**src/rtl/pll_rate_calc.sv**
```systemverilog
module pll_rate_calc #(
  parameter int REF_W  = 32,
  parameter int MFI_W  = 9,
  parameter int MFN_W  = 30,
  parameter int MFD_W  = 30,
  parameter int RDIV_W = 3,
  parameter int ODIV_W = 8,
  parameter int ACC_W  = 96
) (
  input  logic                              clk,
  input  logic                              rst,
  input  logic                              start,
  input  logic                              frac_mode,
  input  logic [REF_W-1:0]                  ref_hz,
  input  logic [MFI_W-1:0]                  mfi,
  input  logic [MFN_W-1:0]                  mfn,
  input  logic [MFD_W-1:0]                  mfd,
  input  logic [RDIV_W-1:0]                 rdiv_code,
  input  logic [ODIV_W-1:0]                 odiv_code,
  output logic                              busy,
  output logic                              done,
  output logic                              err,
  output logic [REF_W+MFI_W+MFD_W+1-1:0]    rate_hz
);
  localparam int FACT_W = MFI_W + MFD_W + 1;
  localparam int NUM_W  = REF_W + FACT_W;
  localparam int DEN_W  = MFD_W + RDIV_W + ODIV_W;
  localparam int RES_W  = NUM_W;
  localparam int CNT_W  = $clog2(ACC_W > FACT_W ? ACC_W : FACT_W);

  typedef enum logic {PH_MUL, PH_DIV} phase_t;

  phase_t            phase;
  logic [CNT_W-1:0]  cnt;
  logic [NUM_W-1:0]  mcand;
  logic [FACT_W-1:0] mplier;
  logic [ACC_W-1:0]  acc;
  logic [DEN_W-1:0]  rem;
  logic [DEN_W-1:0]  den;

  logic [RDIV_W-1:0] rdiv_eff;
  logic [ODIV_W-1:0] odiv_eff;
  logic [FACT_W-1:0] fact_in;
  logic [DEN_W-1:0]  den_in;
  logic              accept, bad;

  assign rdiv_eff = (rdiv_code == '0) ? RDIV_W'(1) : rdiv_code;
  assign odiv_eff = (odiv_code == ODIV_W'(0)) ? ODIV_W'(2) :
                    (odiv_code == ODIV_W'(1)) ? ODIV_W'(3) : odiv_code;

  assign fact_in = frac_mode ? FACT_W'(mfi) * FACT_W'(mfd) + FACT_W'(mfn)
                             : FACT_W'(mfi);
  assign den_in  = (frac_mode ? DEN_W'(mfd) : DEN_W'(1)) * DEN_W'(rdiv_eff) * DEN_W'(odiv_eff);

  assign accept = start && !busy;
  assign bad    = frac_mode && (mfd == '0);

  logic [ACC_W-1:0]  acc_add;
  logic [DEN_W:0]    trial, rem_nx;
  logic              ge;
  logic [ACC_W-1:0]  quo_nx;

  assign acc_add = acc + (mplier[0] ? ACC_W'(mcand) : '0);
  assign trial   = {rem, acc[ACC_W-1]};
  assign ge      = trial >= {1'b0, den};
  assign rem_nx  = ge ? trial - {1'b0, den} : trial;
  assign quo_nx  = {acc[ACC_W-2:0], ge};

  always_ff @(posedge clk) begin
    if (rst) begin
      busy    <= 1'b0;
      done    <= 1'b0;
      err     <= 1'b0;
      rate_hz <= '0;
      phase   <= PH_MUL;
      cnt     <= '0;
      mcand   <= '0;
      mplier  <= '0;
      acc     <= '0;
      rem     <= '0;
      den     <= '0;
    end else begin
      done <= 1'b0;
      if (accept) begin
        if (bad) begin
          done    <= 1'b1;
          err     <= 1'b1;
          rate_hz <= '0;
        end else begin
          busy   <= 1'b1;
          phase  <= PH_MUL;
          cnt    <= '0;
          mcand  <= NUM_W'(ref_hz);
          mplier <= fact_in;
          acc    <= '0;
          rem    <= '0;
          den    <= den_in;
        end
      end else if (busy) begin
        if (phase == PH_MUL) begin
          acc    <= acc_add;
          mcand  <= mcand << 1;
          mplier <= mplier >> 1;
          if (cnt == CNT_W'(FACT_W - 1)) begin
            phase <= PH_DIV;
            cnt   <= '0;
          end else begin
            cnt <= cnt + 1'b1;
          end
        end else begin
          rem <= rem_nx[DEN_W-1:0];
          acc <= quo_nx;
          if (cnt == CNT_W'(ACC_W - 1)) begin
            busy    <= 1'b0;
            done    <= 1'b1;
            err     <= 1'b0;
            rate_hz <= quo_nx[RES_W-1:0];
          end else begin
            cnt <= cnt + 1'b1;
          end
        end
      end
    end
  end

  a_r4_rem_below_den: assert property (@(posedge clk) disable iff (rst)
    (busy && phase == PH_DIV) |-> (rem < den));

  a_r5_zero_mfd_fault: assert property (@(posedge clk) disable iff (rst)
    (start && !busy && frac_mode && mfd == '0) |=> (done && err && rate_hz == '0 && !busy));

  a_r6_fall_with_done: assert property (@(posedge clk) disable iff (rst)
    (!$past(rst) && $fell(busy)) |-> done);

  a_r7_busy_done_apart: assert property (@(posedge clk) disable iff (rst)
    busy |-> !done);

  a_r8_operands_frozen: assert property (@(posedge clk) disable iff (rst)
    busy |=> $stable(den));

  a_r10_result_held: assert property (@(posedge clk) disable iff (rst)
    (!$past(rst) && !done) |-> ($stable(rate_hz) && $stable(err)));
endmodule

```
**config.mk**
```make
export PLATFORM = sky130hd
export DESIGN_NAME = pll_rate_calc
export DESIGN_NICKNAME = d
export VERILOG_FILES = /design/src/rtl/pll_rate_calc.sv
export SDC_FILE = /design/constraint.sdc
export NUM_CORES = 2
export LEC_CHECK = 0
export ABC_AREA = 0
export BUFFER_PORTS_ARGS = -buffer_cell sky130_fd_sc_hd__buf_2
export CAP_MARGIN = 20
export CORE_ASPECT_RATIO = 2
export CORE_MARGIN = 1
export CORE_UTILIZATION = 50
export CTS_CLUSTER_SIZE = 16
export DETAILED_ROUTE_END_ITERATION = 10
export PLACE_DENSITY = 0.78
export SETUP_SLACK_MARGIN = 0.1
export SYNTH_ARGS = -nofsm -noshare
export SYNTH_HDL_FRONTEND = slang
export SYNTH_SLANG_ARGS = --single-unit
```
**constraint.sdc**
```tcl
create_clock -name clk -period 11.2 [get_ports clk]
set_input_delay 1.12 -clock clk [delete_from_list [all_inputs] [get_ports clk]]
set_output_delay 1.12 -clock clk [all_outputs]
set_load 0.01 [all_outputs]
```
==> out/metrics.yaml <==
critical_path:
  arrival_ns: 10.43
  crit_type: "primary input to register"
  cp-start-kind: "primary input"
  cpMostUsedCell: "fa_1"
  startpoint: "frac_mode"
  path_max_fanout: 58
  reg2reg_from: "mplier[0]"
  cp.required_ns: 11.74
  end_kind: "register"
  cpMaxStageDelayCell: "a2111oi_0"
  cpPeakStageDelay_ns: 0.63
synth:
  synth_fa_ha_area_share_pct: 29.76
  synth_area_per_cell_um2: 8.049
  yosysWarnings: 0
  synth_commonest_cells: "nand2_1 (671), inv_1 (471), fa_1 (441)"
  synth_compound_area_share_pct: 18.51
  synth_edf_count: 0
  synth_top_family_by_area: "adder cells"
  yosysMostFrequentCell: "nand2_1"
  ys.flop_type: "dfxtp_1"
  synth_top_area_share_pct: 21.22
  ys_seq_area_share_pct: 17.95
  ys_seq_elements: 373
  yosysUniqueCellTypes: 95
  synth_nets: 6010
  ys_async_sr_fraction_pct: 0
  synthTopCellsByArea: "fa_1 (21%), dfxtp_1 (18%), ha_1 (8.5%)"
  syn_inst: 5169
  synth_xor_area_share_pct: 4.316
  yosysTopAreaCell: "fa_1"
  synth-simple-area-share_pct: 21.58
  netlist_area_um2: 41600
  muxShareOfSynthArea_pct: 0.4872
cts:
  clk_path_buf_depth: 3
  clock_latency_ns: 0.63
  numCtsBuffers: 31
  clkTransAtPathRegs_ns: 0.07
  cts_setup_buffers: 0
  clock-root-buffer: "clkbuf_16"
  cts_tree: "built"
  cts_resized: 0
  htree_levels: 1
  cts.sinks: 373
  hold_buffers: 0
min_path:
  hold_start: "den[10]"
  min_path_type: "register to register"
detailed_routing:
  wl_per_cell_um: 19.24
  avgViaCountPerCell: 6.097
  totalWireLength_um: 119100
  via_count: 37720
  first_pass_iters: 9
  drcViolationCount: 0
  drt_iter0_drc: 2745
  ant_nets: 0
run:
  maxCapViolCount: 0
global_routing:
  antenna_found_initial: 15
  grt-ovfl-total: 0
  grt_max_degree: 99
  grt_pass1_vias: 38830
  track_usage_pct: 28.22
  grt_pass1_wl_um: 192900
die:
  initial_core_util_pct: 50.49
  core_um2: 82400
  ios: 191
  die_h_um: 409.9
  fp-row-count: 149
  die_area_um2: 84440
  die_w_um: 206.0
timing:
  max_freq_mhz: 101.1
  fin_setup_tns_ns: 0
  fin_crit_sh_pct: 88.31
  worst_pin_slew_ns: 1.093
  slew_violations: 0
  grt_setup_unrepaired: "no"
  setup-violations-final: 0
  max_slew_margin_pct: 26.97
  fin_worst_skew_ns: 0.01985
  hold_viol_final: 0
  final.min_clock_period_ns: 9.891
cells_and_area:
  final_core_utilization_pct: 53.32
  fillers: 7750
  seq_area_um2: 7468
  finalNetCount: 5944
  multi_input_area_um2: 31140
  drive_above_1_share_pct: 6.267
  syn_to_final_growth_pct: 5.615
pwr:
  leakage_nw: 19.89
  p_per_area_nw_per_um2: 211.2
  peakVddDrop_mv: 0.1740
  power.total_mw: 9.278
run_status:
  status: "complete, no violations"
placement:
  io_buffers: 190
  gp_congestion: 1.021
  dp_hpwl_um: 90990
[path summary, 6_finish.rpt]
kind | to | slack (ns) | cells past startpoint
setup / recovery | den[39] | 1.31 | 34
hold / removal | den[10] | 0.45 | 2
setup reg to reg | acc[68] | 5.93 | 15
hold reg to reg | den[10] | 0.45 | 2
[sequential cells by signal (all words and copies together), names as in the netlist]
register and count:
cnt 7, busy 1, mcand 72, err 1, rate_hz 72, done 1, phase 1, rem 41
acc 96, den 41, mplier 40
[area by class of cell]
type / instances / area share [%]
diodes: 8 / 0.04556
clock buffers: 36 / 1.877
clock inverters: 16 / 0.3047
inverters: 471 / 4.024
multi-input cells: 3999 / 70.88
flip-flops and latches: 373 / 17.00
well taps: 1057 / 3.010
repair buffers: 227 / 2.865
[where the power goes]
group | total (mW) | switching [mW] | leakage [nW] | internal, mW
clock | 1.10 | 0.545 | 0.471 | 0.551
combinational | 6.73 | 3.94 | 16.4 | 2.79
sequential | 1.45 | 0.0441 | 3.02 | 1.41
[critical path: cells and delay by family]
family / cells / cell delay [ns]
buf+inv: 5 / 1.09
simple gates: 8 / 1.54
fa+ha+maj: 7 / 3.19
xor+xnor: 2 / 0.60
compound gates: 12 / 2.89
[metrics by stage]
stage / hold slack, ns / instance area [µm²] / setup WS [ns] / std cells
floorplan: 0.4319 / 41600 / 1.623 / 5169
global placement: 0.4387 / 42930 / 1.033 / 6125
detailed placement: 0.4442 / 42940 / 0.7360 / 6126
CTS: 0.4534 / 43900 / 1.355 / 6178
global route: 0.4739 / 43920 / 0.5900 / 6181
finish: 0.4505 / 43940 / 1.309 / 6187
[kinds of logic after synthesis]
kind of cell,count (synthesis)
AOI/OAI and AO/OA,1182
xor gates and xnor gates,205
adders and majority gates,725
buffers and inverters,797
DFF,373
muxes,20
and+or+nand+nor,1867
[layout by cell type (no fill, tap or decap), drive strengths merged, types with 29 or more instances in the layout]
| cell | n |
|---|---|
| nor2b | 37 |
| xor2 | 79 |
| nand3 | 260 |
| o21a | 30 |
| xnor2 | 126 |
| o21ai | 194 |
| nand2b | 31 |
| inv | 473 |
| ha | 284 |
| a311oi | 34 |
| nor3 | 58 |
| nor2 | 294 |
| a31oi | 43 |
| a21oi | 420 |
| fa | 441 |
| dfxtp | 373 |
| and3 | 29 |
| a221oi | 32 |
| nand2 | 673 |
| and2 | 364 |
| a211oi | 30 |
| nand4 | 53 |
| o21bai | 38 |
| buf | 227 |
| a222oi | 56 |
| clkbuf | 36 |
| a21o | 132 |
[metal layers]
metal,part of all wire (%),up-vias,global-route usage [%]
li1,-,17390,-
met5,0.10,-,0
met3,6.2,518,3.714
met4,7.0,22,18.55
met2,53,1459,52.73
met1,34,18340,28.67
(Power assumes the default switching activity.)
